[src/rtl/cc_pkg.sv]
package cc_pkg;
  // Bits needed to index n items, never less than one.
  function automatic int idx_bits(input int n);
    return (n > 1) ? $clog2(n) : 1;
  endfunction

  // Bits needed to hold the value n itself.
  function automatic int val_bits(input int n);
    return $clog2(n + 1);
  endfunction
endpackage

[src/rtl/cc_run_scan.sv]
module cc_run_scan #(
  parameter int WIDTH    = 32,
  parameter int IDX_W    = 5,
  parameter int WEIGHT_W = 6
) (
  input  logic [WIDTH-1:0]    prop,
  output logic [WEIGHT_W-1:0] weight,
  output logic [IDX_W-1:0]    start,
  output logic [IDX_W-1:0]    finish,
  output logic                none
);
  // Length of the propagating run that ends at each bit position.
  logic [WEIGHT_W-1:0] run_len [WIDTH];

  for (genvar k = 0; k < WIDTH; k++) begin : g_run
    if (k == 0) begin : g_lsb
      assign run_len[k] = prop[k] ? WEIGHT_W'(1) : '0;
    end else begin : g_up
      assign run_len[k] = prop[k] ? run_len[k-1] + WEIGHT_W'(1) : '0;
    end
  end

  logic [WEIGHT_W-1:0] best_len;
  logic [IDX_W-1:0]    best_end;

  // Strictly greater keeps the earliest-ending run on a tie.
  always_comb begin
    best_len = '0;
    best_end = '0;
    for (int k = 0; k < WIDTH; k++) begin
      if (run_len[k] > best_len) begin
        best_len = run_len[k];
        best_end = IDX_W'(k);
      end
    end
  end

  assign none   = (best_len == '0);
  assign weight = best_len;
  assign finish = none ? '0 : best_end;
  assign start  = none ? '0 : best_end - IDX_W'(best_len) + IDX_W'(1);
endmodule

[src/rtl/cc_bin_map.sv]
module cc_bin_map #(
  parameter int WIDTH    = 32,
  parameter int NUM_BINS = 4,
  parameter int WEIGHT_W = 6,
  parameter int BIN_W    = 2
) (
  input  logic [WEIGHT_W-1:0] weight,
  output logic [BIN_W-1:0]    bin
);
  localparam int SPAN = WIDTH / NUM_BINS;

  always_comb begin
    bin = '0;
    for (int b = 1; b < NUM_BINS; b++) begin
      if (int'(weight) > b * SPAN) bin = BIN_W'(b);
    end
  end

  // a nonzero weight lands inside its bin's bounds.
  always_comb begin
    if (weight != '0) begin
      a_r7_bin_bounds : assert (int'(weight) > int'(bin) * SPAN &&
                                int'(weight) <= (int'(bin) + 1) * SPAN);
    end
  end
endmodule

[src/rtl/cc_hist_bank.sv]
module cc_hist_bank #(
  parameter int NUM_BINS = 4,
  parameter int COUNT_W  = 32,
  parameter int BIN_W    = 2
) (
  input  logic               clk,
  input  logic               rst,
  input  logic               clr,
  input  logic               inc_en,
  input  logic [BIN_W-1:0]   inc_bin,
  input  logic [BIN_W-1:0]   rd_bin,
  output logic [COUNT_W-1:0] rd_count
);
  logic [COUNT_W-1:0] cnt [NUM_BINS];

  for (genvar b = 0; b < NUM_BINS; b++) begin : g_bin
    always_ff @(posedge clk) begin
      if (rst || clr) begin
        cnt[b] <= '0;
      end else if (inc_en && inc_bin == BIN_W'(b) && cnt[b] != '1) begin
        cnt[b] <= cnt[b] + COUNT_W'(1);
      end
    end

    // a bin never falls except through clear or reset.
    a_r8_no_wrap : assert property (@(posedge clk) disable iff (rst)
      (!$past(rst) && !$past(clr)) |-> cnt[b] >= $past(cnt[b]));

    // a bin grows by at most one per edge.
    a_r7_step_one : assert property (@(posedge clk) disable iff (rst)
      (!$past(rst) && !$past(clr)) |-> (cnt[b] - $past(cnt[b])) <= COUNT_W'(1));

    // clear empties the bin on the next edge.
    a_r9_clear : assert property (@(posedge clk) disable iff (rst)
      clr |=> cnt[b] == '0);
  end

  always_ff @(posedge clk) begin
    if (rst) begin
      rd_count <= '0;
    end else if (int'(rd_bin) < NUM_BINS) begin
      rd_count <= cnt[rd_bin];
    end else begin
      rd_count <= '0;
    end
  end
endmodule

[src/rtl/chain_classifier.sv]
module chain_classifier
  import cc_pkg::*;
#(
  parameter int WIDTH    = 32,
  parameter int NUM_BINS = 4,
  parameter int COUNT_W  = 32,
  parameter int IDX_W    = idx_bits(WIDTH),
  parameter int WEIGHT_W = val_bits(WIDTH),
  parameter int BIN_W    = idx_bits(NUM_BINS)
) (
  input  logic                clk,
  input  logic                rst,
  input  logic                clr_bins,
  input  logic                in_valid,
  input  logic [WIDTH-1:0]    op_a,
  input  logic [WIDTH-1:0]    op_b,
  input  logic [BIN_W-1:0]    rd_bin,
  output logic                out_valid,
  output logic [WEIGHT_W-1:0] out_weight,
  output logic [IDX_W-1:0]    out_start,
  output logic [IDX_W-1:0]    out_finish,
  output logic                out_none,
  output logic [COUNT_W-1:0]  rd_count
);
  logic [WIDTH-1:0]    prop;
  logic [WEIGHT_W-1:0] s_weight;
  logic [IDX_W-1:0]    s_start, s_finish;
  logic                s_none;
  logic [BIN_W-1:0]    s_bin;

  assign prop = op_a ^ op_b;

  cc_run_scan #(.WIDTH(WIDTH), .IDX_W(IDX_W), .WEIGHT_W(WEIGHT_W)) u_scan (
    .prop(prop), .weight(s_weight), .start(s_start),
    .finish(s_finish), .none(s_none)
  );

  cc_bin_map #(.WIDTH(WIDTH), .NUM_BINS(NUM_BINS), .WEIGHT_W(WEIGHT_W),
               .BIN_W(BIN_W)) u_map (
    .weight(s_weight), .bin(s_bin)
  );

  cc_hist_bank #(.NUM_BINS(NUM_BINS), .COUNT_W(COUNT_W), .BIN_W(BIN_W)) u_hist (
    .clk(clk), .rst(rst), .clr(clr_bins), .inc_en(in_valid && !clr_bins),
    .inc_bin(s_bin), .rd_bin(rd_bin), .rd_count(rd_count)
  );

  always_ff @(posedge clk) begin
    if (rst) begin
      out_valid  <= 1'b0;
      out_weight <= '0;
      out_start  <= '0;
      out_finish <= '0;
      out_none   <= 1'b0;
    end else begin
      out_valid <= in_valid;
      if (in_valid) begin
        out_weight <= s_weight;
        out_start  <= s_start;
        out_finish <= s_finish;
        out_none   <= s_none;
      end
    end
  end

  // out_valid follows in_valid by exactly one edge.
  a_r6_valid_follows : assert property (@(posedge clk) disable iff (rst)
    in_valid |=> out_valid);
  a_r6_valid_quiet : assert property (@(posedge clk) disable iff (rst)
    !in_valid |=> !out_valid);
  // results hold while no pair arrives.
  a_r6_hold : assert property (@(posedge clk) disable iff (rst)
    !in_valid |=> $stable(out_weight) && $stable(out_start) && $stable(out_finish));
  // an empty pair reports zero bounds and weight.
  a_r5_none_zero : assert property (@(posedge clk) disable iff (rst)
    (out_valid && out_none) |-> (out_weight == '0 && out_start == '0 && out_finish == '0));
  // reported bounds agree with the weight.
  a_r3_bounds_len : assert property (@(posedge clk) disable iff (rst)
    (out_valid && !out_none) |->
      (int'(out_finish) - int'(out_start) + 1 == int'(out_weight) && out_weight != '0));
endmodule

[config.mk]
export PLATFORM = sky130hd
export DESIGN_NAME = chain_classifier
export DESIGN_NICKNAME = d
export VERILOG_FILES = /design/src/rtl/cc_pkg.sv /design/src/rtl/cc_run_scan.sv /design/src/rtl/cc_bin_map.sv /design/src/rtl/cc_hist_bank.sv /design/src/rtl/chain_classifier.sv
export SDC_FILE = /design/constraint.sdc
export NUM_CORES = 1
export LEC_CHECK = 0
export CORE_AREA = 3 3 194 196
export DETAILED_ROUTE_END_ITERATION = 12
export DIE_AREA = 0 0 197 199
export PLACE_DENSITY = 0.9
export SLEW_MARGIN = 20
export SYNTH_ARGS = -nofsm -noshare
export SYNTH_HDL_FRONTEND = slang
export SYNTH_SLANG_ARGS = --single-unit
[constraint.sdc]
create_clock -name clk -period 83.3 [get_ports clk]
set_input_delay 12.495 -clock clk [delete_from_list [all_inputs] [get_ports clk]]
set_output_delay 12.495 -clock clk [all_outputs]
set_load 0.01 [all_outputs]
Word-level counts from Yosys, hierarchy flattened
Memories as Yosys holds them, arrays and structs flattened. A register that Yosys moved wholly into a read port is not among the register bits.
Cells that the tools add are included.
Word-level totals
  word-level logic and storage cells: 221
  memory bits (writable): 128
  memories kept: 1
  input bits: 70
  register bits: 18
  output and inout bits: 50
Memories
  u_hist.cnt: words 4, bits a word 32, rd ports 5, clocked after memory_dff 1, wr ports 4, RTL line cc_hist_bank.sv:14  | logic [COUNT_W-1:0] cnt [NUM_BINS];
Operators by class
  magnitude comparators: 35
  equal/unequal tests: 7
  add/sub/neg operators: 37
  bitwise logic cells: 5
  reductions and logical operators: 13
  muxes and demuxes: 118
Operators with widths (count)
  two-way mux 6 bit: 63
  adder 6 x 1 -> 6 bit, second input constant: 31
  greater-than comparator 6 bit: 31
  adder 32 x 1 -> 32 bit, second input constant: 4
  two-way mux 32 bit: 4
  != test 32 bit, second input constant: 4
  two-way mux 5 bit: 18
  two-way mux 4 bit: 8
  bitwise XOR 32 bit: 1
  two-way mux 1 bit: 17
  greater-than comparator 6 x 5 -> 1 bit, second input constant: 2
  two-way mux 3 bit: 4
  logical AND 1 bit: 9
  two-way mux 2 bit: 4
  greater-than comparator 6 x 1 -> 1 bit, second input constant: 1
  greater-than comparator 6 x 4 -> 1 bit, second input constant: 1
  zero test 6 bit: 1
  adder 5 x 1 -> 5 bit, second input constant: 1
  subtractor 5 bit: 1
  equality test 2 bit, second input constant: 2
  OR 1 bit: 4
  equality test 2 x 1 -> 1 bit, second input constant: 1
  zero test 2 bit: 1
  zero test 1 bit: 1
  logical OR 1 bit: 1

Logic depth before layout (Yosys ltp)
Gate-level depths: netlist of run 1.
  word-level depth: 77
  depth in mapped cells: 312
  depth with buffers taken out: 294

Hierarchy
From an unflattened synthesis of run 1, not the netlist that was laid out.
Second synthesis, totals
  cell total of the unflattened synthesis: 2475
  area total of the unflattened synthesis: 20144.3 um^2
Modules (own cells, without submodules)
  cc_run_scan: cells each 1619, seq. area each 0.0 um^2, area each 10593.9 um^2, instances 1
  cc_hist_bank: cells each 759, seq. area each 4484.3 um^2, area each 8580.7 um^2, instances 1
  chain_classifier: cells each 90, seq. area each 360.3 um^2, area each 928.4 um^2, instances 1
  cc_bin_map: cells each 7, seq. area each 0.0 um^2, area each 41.3 um^2, instances 1

Least setup slack after synthesis of run 1
Ideal clock, no wire load.
  path type: input to register
  from: in op_b[0]
  to: mem u_hist.cnt[2][0] (enable)
  arrival time: 65.175 ns
  setup time: 0.470 ns
  buffers on the path: 18
  data required time: 82.830 ns
  path slack: 17.655 ns
  cell stages on the path: 255
  path through: xor2_1 > o21ai_1 > inv_2 > ha_1 > and2_1 > buf_2 > ha_1 > nor2_1 > a31oi_1 > o21a_1 > nor2_1 > a21oi_1 > ha_1 > and4_1 > a21oi_1 > mux2i_1 > inv_1 > ha_1 > [... 219 more ...] > maj3_1 > o22ai_1 > clkbuf_1 > nor2_1 > a21oi_1 > ha_1 > nor2b_1 > o21ai_0 > nand2b_1 > a21oi_1 > nor2_1 > o221ai_1 > a211oi_1 > a311o_1 > or2_1 > clkbuf_1 > mux2_4 > o31ai_1
RTL lines
  start, declared: RTL line chain_classifier.sv:16  | input logic [WIDTH-1:0] op_b,
  end, declared: RTL line cc_hist_bank.sv:14

Worst setup path in the final report of run 1
  from: in op_a[2]
  to: reg out_start[4]
On the way
  word-level cells in the longest chain between the ends: 65
  elaborated cells between the ends (all ways): 154
  classes of those cells: add/sub (31); order compare (30); mux (91); bitwise (1); reduce/logical (1)
RTL lines
  start, declared: RTL line chain_classifier.sv:15  | input logic [WIDTH-1:0] op_a,
  bitwise XOR 32 bit (*): RTL line chain_classifier.sv:31  | assign prop = op_a ^ op_b;
  two-way mux 6 bit (*): RTL line cc_run_scan.sv:19  | assign run_len[k] = prop[k] ? run_len[k-1] + WEIGHT_W'(1) : '0;
  adder 6 x 1 -> 6 bit / greater-than comparator 6 bit (equally long branches): RTL line cc_run_scan.sv:19, cc_run_scan.sv:31
  two-way mux 6 bit (on tied branches): RTL line cc_run_scan.sv:19, cc_run_scan.sv:31
  adder 6 x 1 -> 6 bit / greater-than comparator 6 bit (equally long branches): RTL line cc_run_scan.sv:19, cc_run_scan.sv:31
  two-way mux 6 bit (on tied branches): RTL line cc_run_scan.sv:19, cc_run_scan.sv:31
  adder 6 x 1 -> 6 bit / greater-than comparator 6 bit (equally long branches): RTL line cc_run_scan.sv:19, cc_run_scan.sv:31
  two-way mux 6 bit (on tied branches): RTL line cc_run_scan.sv:19, cc_run_scan.sv:31
  [... 49 more ...]
  two-way mux 6 bit (on tied branches): RTL line cc_run_scan.sv:19, cc_run_scan.sv:31
  adder 6 x 1 -> 6 bit / greater-than comparator 6 bit (equally long branches): RTL line cc_run_scan.sv:19, cc_run_scan.sv:31
  two-way mux 6 bit (on tied branches): RTL line cc_run_scan.sv:19, cc_run_scan.sv:31
  greater-than comparator 6 bit: RTL line cc_run_scan.sv:31  | if (run_len[k] > best_len) begin
  two-way mux 5 bit / two-way mux 6 bit (equally long branches): RTL line cc_run_scan.sv:31
  subtractor 5 bit: RTL line cc_run_scan.sv:41  | assign start = none ? '0 : best_end - IDX_W'(best_len) + IDX_W'(1);
  adder 5 x 1 -> 5 bit: RTL line cc_run_scan.sv:41
  two-way mux 5 bit (*): RTL line cc_run_scan.sv:41
  end signal, assigned: RTL line chain_classifier.sv:59  | out_start <= s_start;
  end, declared: RTL line chain_classifier.sv:20  | output logic [IDX_W-1:0] out_start,
Every way passes the cells marked *; elsewhere a longest branch is shown, timed or not.
A chain may end at the register's enable or synchronous reset.

==> flow_summary.json, run 1 <==
{
  "hold_start": "out_start[1]",
  "wl_met2_um": 28200,
  "min_path_type": "reg2reg",
  "totalWireLength_um": 58100,
  "crit_top_cell": "ha_1",
  "crit_start": "op_a[2]",
  "fin_nets": 2986,
  "synth_warnings": 0,
  "slowest_stage": "o32ai_1",
  "critPathRequiredTime_ps": 83670,
  "port_buffers": 119,
  "cts_buffers": 17,
  "synthDominantCellAreaShare": 0.178,
  "hold_viol_final": 0,
  "synth_area_um2": 21600,
  "ys_types": 120,
  "ys.flop_type": "edfxtp_1",
  "clkLatencyLatePin_ps": 450,
  "relSlewSlack": 0.258,
  "core_area_um2": 36300,
  "synth_edf_count": 128,
  "cp-start-kind": "input pin",
  "holdPathEnd": "out_start[1]",
  "critical_path.max_stage_delay_ps": 840,
  "drt-met1-wl_um": 24800,
  "cts_buffer_depth": 2,
  "cp-end-kind": "flip-flop",
  "period_minus_slack_ps": 71580,
  "yosysTopAreaCell": "edfxtp_1",
  "hpwlAfterDp_um": 45400,
  "ctsHoldBuffers": 0,
  "placed_cell_area_um2": 23200,
  "path_class": "in2reg",
  "grt_max_degree": 46,
  "wl_met3_um": 3790,
  "rows": 70,
  "period_share": 0.859,
  "antenna_found_initial": 1,
  "slew_viol_final": 0,
  "synth-seq-cells": 178,
  "grt_pass1_vias": 20000,
  "start_util": 0.597,
  "worstPathArrival_ps": 71950,
  "grt_setup_unrepaired": "false",
  "top_layer": "met4",
  "path_max_fanout": 18,
  "synthCells": 2670,
  "cts_tree": "built",
  "clk_pin_slew_worst_paths_ps": 80,
  "setup_tns_ps": 0,
  "fin_skew_ps": 12.3,
  "cp.depth": 247,
  "synth.top_cells.by_area": "edfxtp_1 (18%), ha_1 (9.5%), xnor2_1 (6.0%)",
  "viasPerCell": 6.42,
  "r2r_setup_slack_ps": 79540,
  "yosys-top-cells-count": "nor2_1 (298), nand2_1 (269), ha_1 (165), inv_1 (150), xnor2_1 (147)",
  "cts-resized-gates": 0,
  "holdPathStages": 2,
  "grt-ovfl-total": 0,
  "die_h_um": 199,
  "design_area_um2": 23800,
  "clkSinkCount": 178,
  "fp.dieW_um": 197,
  "synth.most_common_cell": "nor2_1",
  "yosysSeqAreaShare": 0.224,
  "reg2reg_depth": 13,
  "rr_startpoint": "u_hist.cnt[3][0]",
  "antenna_left": 0,
  "grt_pass1_wl_um": 95900,
  "avgSynthCellArea_um2": 8.10,
  "num_vias": 20700,
  "critPathTopFamily": "compound AO/OA/AOI/OAI gates",
  "drt_iter0_drc": 1824,
  "status": "finished clean",
  "drive_above_1_share": 0.0749,
  "reg2reg_to": "u_hist.cnt[3][7]",
  "dieArea_um2": 39200,
  "final_core_util": 0.657,
  "htree_levels": 4,
  "syn2layout_area_growth_pct": 10.1,
  "ios": 120,
  "timing_worst_slew_pin_value_ps": 1110,
  "remaining_drc_errors": 0,
  "gp_routability_congestion": 0.997,
  "critPathBufInv": 8,
  "setup_viol": 0,
  "grt_usage": 0.290,
  "drtPass1Iterations": 6,
  "routedWlPerCell_um": 18.0,
  "synthArstFlopShare": 0,
  "drv_cap": 0,
  "fmax_mhz": 14.0,
  "cts_root_buf": "clkbuf_16",
  "post-cts-setup-buffers": 0
}
-- routing by layer --
metal / vias up / GRT usage
met5: - / 0
met4: 0 / 0.0895
met3: 96 / 0.0301
met2: 907 / 0.508
met1: 9831 / 0.381
li1: 9910 / -
-- final cells by class --
| type | instances | area (um2) |
|---|---|---|
| flip-flops and latches | 178 | 4840 |
| well taps | 468 | 586 |
| fillers | 3009 | 12400 |
| inverters | 151 | 567 |
| clock inverters | 10 | 82.6 |
| diodes | 1 | 2.50 |
| clock buffers | 22 | 497 |
| multi-input cells | 2271 | 16000 |
| repair buffers | 131 | 1270 |
-- worst reg2reg max path, cell delays in order (launching register included) --
cell and delay [ps]:
edfxtp_1 430, ha_1 220, and3_1 210, and3_1 310, nand2_1 80, nor2_1 260
and3_1 270, and3_1 190, nand2b_1 120, nor2_1 170, and3_1 600, nand2b_1 210
o21ai_2 70, buf_4 300
-- per-stage QoR --
step | hold slack [ps] | std cells | setup WS (ps)
2_1_floorplan | 469 | 2676 | 17650
3_3_place_gp | 479 | 3199 | 14000
3_5_place_dp | 487 | 3199 | 11860
4_1_cts | 498 | 3231 | 12210
5_1_grt | 511 | 3232 | 6890
6_report | 495 | 3232 | 11720
-- sequential cells by signal (all words and copies together) (netlist names) --
signal           cells
out_finish           5
out_none             1
out_start            5
out_valid            1
out_weight           6
u_hist.cnt         128
u_hist.rd_count     32
-- cells in the final DEF (no fill, tap or decap), types with 73 or more instances in the layout --
cell type | synthesis | routed
xor2_1 | 140 | 140
xnor2_1 | 147 | 147
o21ai_0 | 109 | 107
edfxtp_1 | 128 | 128
a21oi_1 | 96 | 96
ha_1 | 165 | 165
and3_1 | 73 | 73
nand3_1 | 124 | 124
inv_1 | 150 | 150
nor2_1 | 298 | 298
nor3_1 | 81 | 81
clkdlybuf4s50_1 | 0 | 117
nand2_1 | 269 | 269
-- how the worst max path moves through the flow --
stage                       endpoint  slack [ps]
finish                  out_start[4]       11720
global route            out_start[4]        6890
CTS                     out_start[4]       12210
detailed placement      out_start[4]       11860
global placement        out_start[4]       14000
floorplan           u_hist.cnt[2][0]       17650
-- logic make-up (layout without fill, tap and decap cells) --
group	Yosys count	count (layout)	share of synthesized area
AO/OA/AOI/OAI	554	554	0.186
XOR/XNOR	290	290	0.118
adder cells (fa/ha/maj)	173	173	0.0996
buffers and inverters	227	314	0.0417
flip-flops	178	178	0.224
multiplexers	107	107	0.0709
other	2	9	0.000347
AND/OR/NAND/NOR	1139	1139	0.259
Power of run 1 is not shown: default switching activity piles up to over one toggle a cycle in this logic, so the estimate is an artifact.
==> run 2: changes to the inputs <==
Settings changed: CAP_MARGIN from default to 20.
==> results of run 2 <==
The final DEF is identical to that of run 1; final timing and power are the same.
Power of run 2 is left out for the same reason.
==> run 3: changes to the inputs <==
Settings changed: ABC_CLOCK_PERIOD_IN_PS from default to 83300.
==> results of run 3 <==
The final DEF is identical to that of run 1; final timing and power are the same.
Power of run 3 is left out for the same reason.
